### config.mk
export PLATFORM = sky130hd
export DESIGN_NAME = pulse_deconv_disc
export DESIGN_NICKNAME = d
export VERILOG_FILES = /design/src/rtl/pulse_deconv_disc.sv
export SDC_FILE = /design/constraint.sdc
export NUM_CORES = 1
export LEC_CHECK = 0
export ABC_AREA = 1
export BUFFER_PORTS_ARGS = -buffer_cell sky130_fd_sc_hd__buf_2
export CORE_MARGIN = 4
export CORE_UTILIZATION = 50
export DETAILED_ROUTE_END_ITERATION = 16
export PLACE_DENSITY = 0.76
export SETUP_SLACK_MARGIN = 0.4
export SYNTH_ARGS = -nofsm -noshare
export SYNTH_HDL_FRONTEND = slang
export SYNTH_SLANG_ARGS = --single-unit
### constraint.sdc
create_clock -name clk -period 2.35 [get_ports clk]
set_clock_uncertainty 0.1 [all_clocks]
set_input_delay 0.1175 -clock clk [delete_from_list [all_inputs] [get_ports clk]]
set_output_delay 0.1175 -clock clk [all_outputs]
set_load 0.05 [all_outputs]
### src/rtl/pulse_deconv_disc.sv
module pulse_deconv_disc #(
  parameter int SAMPLE_W    = 10,
  parameter int DECAY_SHIFT = 4
) (
  input  logic                  clk,
  input  logic                  rst_n,
  input  logic                  smp_valid,
  input  logic [SAMPLE_W-1:0]   smp_data,
  input  logic                  thr_wr_en,
  input  logic                  thr_wr_sel,
  input  logic [SAMPLE_W-1:0]   thr_wr_data,
  output logic signed [SAMPLE_W:0] amp_out,
  output logic                  amp_valid,
  output logic                  flag_hi,
  output logic                  flag_lo
);

  localparam logic [SAMPLE_W-1:0] THR_MAX = '1;

  logic [SAMPLE_W-1:0] cur_q, prev_q;
  logic                seen_q, s1_v;
  logic signed [SAMPLE_W:0] delta_q;
  logic                d_v;
  logic [SAMPLE_W-1:0] thr_hi_q, thr_lo_q;

  wire [SAMPLE_W-1:0] decay = prev_q - (prev_q >> DECAY_SHIFT);
  wire signed [SAMPLE_W:0] delta = $signed({1'b0, cur_q}) - $signed({1'b0, decay});
  wire signed [SAMPLE_W:0] thr_hi_s = $signed({1'b0, thr_hi_q});
  wire signed [SAMPLE_W:0] thr_lo_s = $signed({1'b0, thr_lo_q});
  wire pos = !delta_q[SAMPLE_W];

  always_ff @(posedge clk) begin
    if (!rst_n) begin
      cur_q  <= '0;
      prev_q <= '0;
      seen_q <= 1'b0;
      s1_v   <= 1'b0;
    end else begin
      s1_v <= smp_valid && seen_q;
      if (smp_valid) begin
        cur_q  <= smp_data;
        prev_q <= cur_q;
        seen_q <= 1'b1;
      end
    end
  end

  always_ff @(posedge clk) begin
    if (!rst_n) begin
      delta_q <= '0;
      d_v     <= 1'b0;
    end else begin
      d_v <= s1_v;
      if (s1_v) delta_q <= delta;
    end
  end

  always_ff @(posedge clk) begin
    if (!rst_n) begin
      thr_hi_q <= THR_MAX;
      thr_lo_q <= THR_MAX;
    end else if (thr_wr_en) begin
      if (thr_wr_sel) thr_hi_q <= thr_wr_data;
      else            thr_lo_q <= thr_wr_data;
    end
  end

  always_ff @(posedge clk) begin
    if (!rst_n) begin
      amp_out   <= '0;
      amp_valid <= 1'b0;
      flag_hi   <= 1'b0;
      flag_lo   <= 1'b0;
    end else begin
      amp_valid <= d_v;
      amp_out   <= d_v ? delta_q : '0;
      flag_hi   <= d_v && pos && (delta_q > thr_hi_s);
      flag_lo   <= d_v && pos && (delta_q > thr_lo_s);
    end
  end

endmodule

==> results of run 1 <==
-- worst register-to-register path, stage by stage (launching register included) --
cell      delay, ns
dfxtp_4        0.37
ha_4           0.27
nand2_1        0.09
nand2_1        0.11
o21bai_4       0.20
a21oi_2        0.14
xor2_1         0.18
ha_1           0.32
nand2_1        0.10
nand2_1        0.05
inv_1          0.07
o21a_1         0.15
nand2_2        0.07
nand2_1        0.05
nand3_1        0.06
nand2_1        0.08
inv_1          0.04
-- cells by family after synthesis --
logic type	count (synthesis)	synth area share (%)
DFF	68	37.95
buffers and inverters	92	9.871
and+or+nand+nor	182	20.93
xor gates and xnor gates	10	2.442
AOI/OAI and AO/OA	91	15.14
adders and majority gates	38	13.67
-- power breakdown --
group	total [mW]	internal [mW]	switching [mW]
registers	1.26	1.21	0.0439
logic	1.10	0.515	0.588
clock network	1.02	0.550	0.474
-- state kept, by name, indices dropped and copies added, names as in the netlist, 10 cells and up --
name	flops
delta_q	11
amp_out	11
thr_hi_q	10
cur_q	10
thr_lo_q	10
prev_q	10
-- what timing repair did --
| action | CTS | global route |
|---|---|---|
| hold buffers | 22 | 0 |
| pin swaps | 11 | 22 |
| buffers inserted | 5 | 4 |
| hold endpoints to repair | 30 | 0 |
| endpoints found under the setup margin | 10 | 10 |
| gates resized for setup | 8 | 38 |
-- stage by stage --
stage | worst slack, ns | cell area [µm²] | std cells | hold slack, ns
after detailed placement | -0.1441 | 4128 | 627 | 0.2460
after floorplan | -0.01391 | 3687 | 481 | 0.1307
final | -0.1873 | 4818 | 674 | 0.04418
after global placement | -0.08937 | 4128 | 627 | 0.2345
after CTS | -0.1231 | 4611 | 670 | 0.01969
after global routing | -0.3342 | 4818 | 674 | 0.06854
-- layout make-up --
cell class | count | area share [%]
Tap cell | 96 | 2.493
Clock buffer | 11 | 3.142
Multi-Input combinational cell | 321 | 44.48
Inverter | 79 | 6.206
Sequential cell | 68 | 28.46
Timing Repair Buffer | 94 | 13.97
Clock inverter | 5 | 1.246
-- layout by cell type, fill, tap and decap left out, types with 10 or more instances in the layout --
| cell type | instances |
|---|---|
| nand2_2 | 10 |
| dfxtp_1 | 62 |
| nand2_1 | 82 |
| clkbuf_8 | 11 |
| dlygate4sd3_1 | 22 |
| nor2_1 | 50 |
| buf_4 | 32 |
| a21oi_1 | 28 |
| nand3_1 | 20 |
| inv_1 | 69 |
| o21ai_0 | 28 |
| buf_2 | 38 |
| ha_1 | 26 |
| o211ai_1 | 18 |
-- metal layers --
layer,wire (µm),vias up,part of all wire (%)
met5,0,-,0
li1,-,1741,-
met1,4208,1601,45
met4,145,0,1.6
met3,552,20,5.9
met2,4442,124,48
-- worst max path at each step --
stage,endpoint,slack (ns),depth (start not counted)
6_report,delta_q[8],-0.19,16
5_1_grt,delta_q[9],-0.33,19
4_1_cts,delta_q[7],-0.12,18
3_5_place_dp,delta_q[9],-0.14,17
3_3_place_gp,delta_q[10],-0.09,15
2_1_floorplan,delta_q[9],-0.01,15
==> metrics.md, run 1 <==
| Metric | Value |
|---|---|
| Status | `complete, but fails checks` |
| Failing checks | `setup timing` |
| Initial core utilization | `52.22%` |
| CP delay by family, top | `simple AND/OR/NAND/NOR gates` |
| Post-DP HPWL | `6.066 mm` |
| Crit path DAT | `~2.7 ns` |
| CP Class | `reg2reg` |
| Slowest stage delay, CP | `approximately 0.37 ns` |
| Asr flop ratio synth | `0%` |
| Met2 usage | `around a third` |
| Pre-Repair DR Iteration Count | `5` |
| Slew @ Worst Pin | `between 0.7 and 0.8 ns` |
| CTS H-tree depth | `3` |
| Post-synth cell types | `31` |
| Met1 Track Usage GR | `27.74%` |
| Wire per inst | `13.87 µm` |
| GRT overflow | `0` |
| Register clock-pin slew on the reported worst setup and hold paths | `0.08 ns` |
| TritonCTS clock tree | `built` |
| Primary FF master, synth | `dfxtp_1` |
| Lkg Pwr | `around 2.4 nW` |
| Count leader, synth | `nand2_1` |
| Mapped cell area | `about 3600 µm²` |
| Synth Instances | `~480` |
| Initial antenna violation count | `0` |
| IO Pins | `39` |
| DIE AREA | `~8600 µm²` |
| Crit-path max FO | `4` |
| Area contributors post-synth | `dfxtp_1, ha_1, nand2_1` |
| Clock tree buffer depth | `2` |
| Hold Path Depth | `2` |
| Core Region | `6869 µm²` |
| Layout Nets | `636` |
| Worst min path class | `in2reg` |
| Cell accounting for the most synthesized area | `dfxtp_1` |
| Area taken by multi-input logic gates | `2143 µm²` |
| Required @ worst endpoint | `2.51 ns` |
| CTS Buf Count | `9` |
| Die H | `92.70 µm` |
| Avg Synthesized Cell Area | `7.458 µm²` |
| Fill count | `511` |
| # setup viols final | `9` |
| RD Place Congestion | `~0.93` |
| R2R Setup Slk | `-0.19 ns` |
| Post-Route Utilization | `around 70%` |
| F_max | `394.1 MHz` |
| Worst rel slew slack | `48.00%` |
| Site Rows | `30` |
| Cells along the critical path | `ha_4, nand2_1, nand2_1, o21bai_4, a21oi_2, xor2_1, ha_1, nand2_1, nand2_1, inv_1, o21a_1, nand2_2, nand2_1, nand3_1, nand2_1, inv_1` |
| Hold path endpoint | `prev_q[0]` |
| Sequential area share after synthesis | `37.95%` |
| Startpoint Class | `register` |
| Root Buffer | `clkbuf_8` |
| PortBufs | `38` |
| TNS Setup | `-1.086 ns` |
| Via density | `between 5 and 6` |
| Peak supply drop | `0.4781 mV` |
| Final WL | `approximately 9.3 mm` |
| Period minus WS final | `~2.5 ns` |
| Syn_nets | `544` |
| Crit share post-route | `108.0%` |
| GR Util met3 | `4.793%` |
| Cell Pwr Density | `about 700 nW/µm²` |
| Gr usage total | `21.42%` |
| Clk_lat worst skew | `0.35 ns` |
| Hold path start | `smp_valid` |
| Storage cell area | `between 1000 and 1500 µm²` |
| Max cap viols | `0` |
| Unrepaired setup endpoints after global routing | `true` |
| Worst r2r path cells | `16` |
| Pwr Total | `around 3.4 mW` |
| Antenna viol nets, final | `0` |
| CTS Sinks | `68` |
| Buf/Inv on CP | `2` |
| P&R area growth vs syn | `34.32%` |
| Most frequent CP cell | `nand2_1` |
| Slew Viols, Final | `0` |
| #FFs+latches synth | `68` |
| R2r startpoint | `prev_q[4]` |
| Critical Path Start | `prev_q[4]` |
| # DRC | `0` |
| Initial drt markers | `201` |
| Synth cell count leaders | `nand2_1, inv_1, dfxtp_1` |
| Setup crit end kind | `register` |
| Final Hold Viols | `0` |
| Total number of yosys warnings | `0` |
| Wire length of the first global-routing pass | `14.70 mm` |
| Global routing's busiest layer | `met2` |
| Final worst setup slack | `-0.1873 ns` |
| Top-area cell type share of the netlist area | `between 30% and 40%` |
| Crit Reg-Reg Endpoint | `delta_q[8]` |
| Slowest stage cell, crit path | `dfxtp_4` |
| Layout cells sized above 1 | `25.95%` |
| Number of diodes | `0` |
| DR vias | `3,486` |
| Die Width | `92.70 µm` |
| Post-synth EDFFs | `0` |
| Largest net degree at the start of global routing | `28` |
| Vias in the first global route | `roughly 3,300` |
(Power assumes the default switching activity.)
==> run 2: changes to the inputs <==
Settings changed: CORE_ASPECT_RATIO set to 0.9, CTS_BUF_LIST set to sky130_fd_sc_hd__clkbuf_8.
==> run 2 against run 1 <==
Net effect:
- the flow still finishes with violations (setup timing)
- via count shrank 4.1%
- global-route usage shrank 0.31 points
- register-to-register slack gained 0.03 ns
- hold slack lost 0.022 ns
- first-iteration DRC count shrank 10%
- non-clock buffer count shrank 3
- routed wire length shrank 9.3%
- largest cell class unchanged
==> metrics.md, run 2 (synthesis results as in run 1) <==
| Metric | Value |
|---|---|
| IO Pins | `39 (unchanged)` |
| Initial core utilization | `51.22% (-1.0 points)` |
| Number of diodes | `0 (unchanged)` |
| Unrepaired setup endpoints after global routing | `true` |
| CTS Sinks | `68 (unchanged)` |
| Initial drt markers | `181 (-10%)` |
| CTS Buf Count | `9 (unchanged)` |
| Gr usage total | `21.11% (-0.31 points)` |
| R2R Setup Slk | `-0.16 ns (+0.03 ns)` |
| Setup crit end kind | `register` |
| Worst min path class | `in2reg` |
| Antenna viol nets, final | `0 (unchanged)` |
| DIE AREA | `8596 µm² (about the same)` |
| # setup viols final | `9 (unchanged)` |
| Cells along the critical path | `inv_2, ha_4, fa_2, o21ai_4, nand2_1, nand2_1, nand2_1, nand3_1, nand2_2, ha_4, nand2_2, nor2_2, nand3_1, nand4_1, nand3_1, nand2_1, inv_1` |
| Wire length of the first global-routing pass | `14.60 mm (-0.70%)` |
| TritonCTS clock tree | `built` |
| Worst rel slew slack | `48.55% (+0.54 points)` |
| Post-DP HPWL | `6.062 mm (about the same)` |
| Combinational share of power | `32.5% (about the same)` |
| Largest net degree at the start of global routing | `29 (+3.6%)` |
| NetSw | `1.040 mW (-6.0%)` |
| Site Rows | `29 (-3.3%)` |
| Peak supply drop | `0.4615 mV (-3.5%)` |
| Commonest non-fill, non-tap cells in the layout | `nand2_1, inv_1, dfxtp_1` |
| Fill count | `553 (+8.2%)` |
| Most frequent CP cell | `nand2_1` |
| Cell Pwr Density | `669.9 nW/µm² (-4.6%)` |
| PortBufs | `38 (unchanged)` |
| Startpoint Class | `register` |
| GRT overflow | `0 (unchanged)` |
| CTS H-tree depth | `3 (unchanged)` |
| Crit share post-route | `106.8% (-1.2 points)` |
| Slew @ Worst Pin | `0.7709 ns (-0.008164 ns)` |
| Storage cell area | `1369 µm² (-0.18%)` |
| Die Width | `97.29 µm (+4.9%)` |
| Crit-path max FO | `4 (unchanged)` |
| Final Hold Viols | `0 (unchanged)` |
| Root Buffer | `clkbuf_8` |
| Lkg Pwr | `2.338 nW (-2.0%)` |
| Required @ worst endpoint | `2.51 ns (about the same)` |
| Slowest stage delay, CP | `0.38 ns (about the same)` |
| Final WL | `8.477 mm (-9.3%)` |
| Slew Viols, Final | `0 (unchanged)` |
| Largest regs | `amp_out: 11 flops, delta_q: 11 flops` |
| Slowest stage cell, crit path | `fa_2` |
| WHS | `0.02205 ns (-0.02213 ns)` |
| Clock tree buffer depth | `2 (unchanged)` |
| Status | `complete, but fails checks` |
| TNS Setup | `-0.8053 ns (+0.2812 ns)` |
| Layout Nets | `633 (-0.47%)` |
| Clk_lat worst skew | `0.35 ns (about the same)` |
| Pwr Total | `3.138 mW (-7.2%)` |
| DR vias | `3,342 (-4.1%)` |
| Final worst setup slack | `-0.1594 ns (+0.02795 ns)` |
| P&R area growth vs syn | `30.55%` |
| Post-route insts no fill | `668 (-0.89%)` |
| Max cap viols | `0 (unchanged)` |
| Wire per inst | `12.69 µm (-8.5%)` |
| F_max | `398.5 MHz (+1.1%)` |
| Failing checks | `setup timing` |
| Die H | `88.36 µm (-4.7%)` |
| Register clock-pin slew on the reported worst setup and hold paths | `0.08 ns (about the same)` |
| Int Pwr | `2.097 mW (-7.9%)` |
| Vias in the first global route | `3,246 (-1.0%)` |
| DP Cell Count | `623 (-0.64%)` |
| Crit path DAT | `2.67 ns (-0.03 ns)` |
| Via density | `5.003 (-3.3%)` |
| Clock power share | `27.6% (-2.7 points)` |
| Flop pwr share | `39.9% (+2.8 points)` |
| Switching Share | `33.16% (+0.45 points)` |
| CP Class | `reg2reg` |
| Layout cells sized above 1 | `24.70% (-1.3 points)` |
| Worst slack at placement | `-0.1755 ns (-0.03133 ns)` |
| Area taken by multi-input logic gates | `2068 µm² (-3.5%)` |
| Commonest non-fill, non-tap cell in the layout | `nand2_1` |
| Initial antenna violation count | `0 (unchanged)` |
| RD Place Congestion | `0.8916 (-3.7%)` |
| Period minus WS final | `2.509 ns (-0.02795 ns)` |
| # DRC | `0 (unchanged)` |
| Core Region | `7003 µm² (+1.9%)` |
| Pre-Repair DR Iteration Count | `5 (unchanged)` |
-- run 2: timing repair --
item | 4_1_cts | 5_1_grt
setup buffers | 3 | 3
gates resized for setup | 12 | 24
hold endpoints to repair | 30 | 0
hold buffers | 23 | 0
endpoints found under the setup margin | 10 | 11
pin swaps | 16 | 17
-- run 2: worst paths after layout --
kind,to,cells past startpoint,from
max,delta_q[9],17,prev_q[0]
min,prev_q[1],2,smp_valid
max reg2reg,delta_q[9],17,prev_q[0]
min reg2reg,s1_v,2,seen_q
-- run 2: final cells by class --
| type | count | share of cell area [%] |
|---|---|---|
| Multi-Input combinational cell | 321 | 44.16 |
| Sequential cell | 68 | 29.23 |
| Timing Repair Buffer | 91 | 13.87 |
| Inverter | 79 | 6.465 |
| Clock buffer | 10 | 2.939 |
| Tap cell | 93 | 2.485 |
| Clock inverter | 6 | 0.8549 |
-- run 2: power by group through the flow --
stage	registers, mW	logic (mW)	clock network, mW
floorplan	1.27	0.592	0
global placement	1.28	0.816	0
detailed placement	1.28	0.839	0
CTS	1.25	0.922	0.892
global route	1.26	1.15	0.939
finish	1.25	1.02	0.865
-- run 2: stage by stage --
step | utilization (%) | cell area (µm²)
6_report | 66.88 | 4683
5_1_grt | 66.88 | 4683
4_1_cts | 65.50 | 4587
3_5_place_dp | 58.78 | 4116
3_3_place_gp | 58.78 | 4116
2_1_floorplan | - | 3687
-- run 2: per-layer routing --
layer / vias up / GRT usage (%) / wire length [µm]
li1: 1743 / - / -
met1: 1516 / 26.70 / 4103
met2: 75 / 35.59 / 3884
met3: 8 / 6.304 / 407
met4: 0 / 6.038 / 81
met5: - / 0 / 0
-- run 2: worst max-delay path, delay by kind of cell (launching register included) --
family / cells / cell delay, ns
flops: 1 / 0.33
compound gates: 1 / 0.16
simple gates: 11 / 0.91
buf+inv: 2 / 0.07
fa+ha+maj: 3 / 0.82
==> run 3: changes to the inputs <==
Settings changed: PLACE_DENSITY 0.76 to not set, PLACE_DENSITY_LB_ADDON set to 0.3, SKIP_LAST_GASP set to 1.
==> run 3 against run 2 <==
Net effect:
- the flow still finishes with violations (setup timing)
- clock-buffer cell count is 1 lower
- hold slack better by 0.0077 ns
- critical path type unchanged
- critical path depth fell by 2
- register-to-register slack about the same
==> metrics.md, run 3 (synthesis results as in run 1) <==
| Metric | Value |
|---|---|
| Startpoint Class | `register` |
| Largest regs | `amp_out: 11 flops, delta_q: 11 flops` |
| DP Cell Count | `627 (+0.64%)` |
| Period minus WS final | `2.514 ns (+0.004546 ns)` |
| Worst rel slew slack | `45.51% (-3.0 points)` |
| CP Class | `reg2reg` |
| Via density | `5.072 (+1.4%)` |
| TNS Setup | `-0.9898 ns (-0.1846 ns)` |
| Register clock-pin slew on the reported worst setup and hold paths | `0.08 ns (about the same)` |
| Initial core utilization | `51.22% (unchanged)` |
| CTS H-tree depth | `3 (unchanged)` |
| Layout Nets | `635 (+0.32%)` |
| Fill count | `564 (+2.0%)` |
| Cells along the critical path | `ha_4, fa_2, o21ai_4, nand2_1, nand2_1, nand2_2, nand3_2, nand2_2, ha_4, nand2_2, o21a_1, nand3_1, nand3_1, nand2_1, inv_1` |
| Slew Viols, Final | `0 (unchanged)` |
| Max cap viols | `0 (unchanged)` |
| Crit path DAT | `2.66 ns (about the same)` |
| Status | `complete, but fails checks` |
| Wire per inst | `13.16 µm (+3.7%)` |
| Final worst setup slack | `-0.1639 ns (-0.004546 ns)` |
| Slowest stage delay, CP | `0.38 ns (about the same)` |
| Buf/Inv on CP | `1 (-1)` |
| F_max | `397.8 MHz (-0.18%)` |
| Die Width | `97.29 µm (unchanged)` |
| # setup viols final | `9 (unchanged)` |
| Post-route insts no fill | `670 (+0.30%)` |
| Die H | `88.36 µm (unchanged)` |
| Peak supply drop | `0.4332 mV (-6.1%)` |
| Pwr Total | `3.252 mW (+3.7%)` |
| Vias in the first global route | `3,255 (+0.28%)` |
| Clock tree buffer depth | `2 (unchanged)` |
| P&R area growth vs syn | `32.16%` |
| GRT overflow | `0 (unchanged)` |
| CTS Buf Count | `9 (unchanged)` |
| Unrepaired setup endpoints after global routing | `true` |
| Slowest stage cell, crit path | `fa_2` |
| Layout cells sized above 1 | `25.48% (+0.78 points)` |
| TritonCTS clock tree | `built` |
| Pre-Repair DR Iteration Count | `5 (unchanged)` |
| DR vias | `3,398 (+1.7%)` |
| Clk_lat worst skew | `0.35 ns (about the same)` |
| CTS Sinks | `68 (unchanged)` |
| Failing checks | `setup timing` |
| Crit share post-route | `107.0% (+0.19 points)` |
| Worst min path class | `in2reg` |
| Final WL | `8.818 mm (+4.0%)` |
| Setup crit end kind | `register` |
| Gr usage total | `21.17% (+0.058 points)` |
| RD Place Congestion | `0.8889 (-0.30%)` |
| Initial antenna violation count | `0 (unchanged)` |
| PortBufs | `38 (unchanged)` |
| # DRC | `0 (unchanged)` |
| Initial drt markers | `206 (+14%)` |
| Commonest non-fill, non-tap cells in the layout | `nand2_1, inv_1, dfxtp_1` |
| Area taken by multi-input logic gates | `2097 µm² (+1.4%)` |
| Wire length of the first global-routing pass | `14.86 mm (+1.7%)` |
| Core Region | `7003 µm² (unchanged)` |
| Root Buffer | `clkbuf_8` |
| Lkg Pwr | `2.370 nW (+1.4%)` |
| Antenna viol nets, final | `0 (unchanged)` |
| Required @ worst endpoint | `2.49 ns (-0.02 ns)` |
| Number of diodes | `0 (unchanged)` |
| Commonest non-fill, non-tap cell in the layout | `nand2_1` |
| Largest net degree at the start of global routing | `28 (-3.4%)` |
| Site Rows | `29 (unchanged)` |
| CP delay by family, top | `adder cells` |
| Cell Pwr Density | `686.0 nW/µm² (+2.4%)` |
| DIE AREA | `8596 µm² (unchanged)` |
| Slew @ Worst Pin | `0.8165 ns (+0.04552 ns)` |
| Post-DP HPWL | `6.289 mm (+3.7%)` |
| Final Hold Viols | `0 (unchanged)` |
| IO Pins | `39 (unchanged)` |
| Crit-path max FO | `4 (unchanged)` |
| Storage cell area | `1371 µm² (+0.18%)` |
## run 3: where the power goes
part	switching [mW]	internal [mW]	leakage, nW
Sequential	0.0419	1.21	0.561
Clock	0.464	0.495	0.104
Combinational	0.563	0.477	1.71
## run 3: path summary, 6_finish.rpt
| path | start | endpoint | slack (ns) | cells past startpoint |
|---|---|---|---|---|
| max | prev_q[4] | delta_q[8] | -0.16 | 15 |
| min | smp_valid | prev_q[1] | 0.03 | 2 |
| max reg2reg | prev_q[4] | delta_q[8] | -0.16 | 15 |
| min reg2reg | seen_q | s1_v | 0.35 | 2 |
## run 3: through the flow
step	utilization, %	setup slack (ns)	hold WS [ns]	instance area (µm²)
after floorplan	-	-0.01391	0.1307	3687
after global placement	59.21	-0.1106	0.2348	4146
after detailed placement	59.21	-0.1620	0.2407	4146
after CTS	66.36	-0.1036	0.02322	4647
after global routing	67.70	-0.3401	0.06570	4741
final	67.70	-0.1639	0.02975	4741
## run 3: cell type report
cell class	instances	area share [%]
Clock inverter	7	1.584
Clock buffer	9	2.613
Inverter	79	6.255
Timing Repair Buffer	93	13.94
Multi-Input combinational cell	321	44.23
Tap cell	93	2.454
Sequential cell	68	28.93
## run 3: repair_timing
action | 4_1_cts | 5_1_grt
buffers inserted | 3 | 1
gates resized for setup | 15 | 25
hold buffers | 23 | 0
pin swaps | 18 | 23
setup endpoints to repair | 10 | 10
endpoints found under the hold margin | 30 | 0
## run 3: layer usage
metal,wire [µm],vias up,global-route usage (%),share of wire [%]
li1,-,1744,-,-
met1,4230,1555,28.37,48
met2,4048,83,34.84,46
met3,409,16,4.413,4.6
met4,129,0,6.667,1.5
met5,0,-,0,0
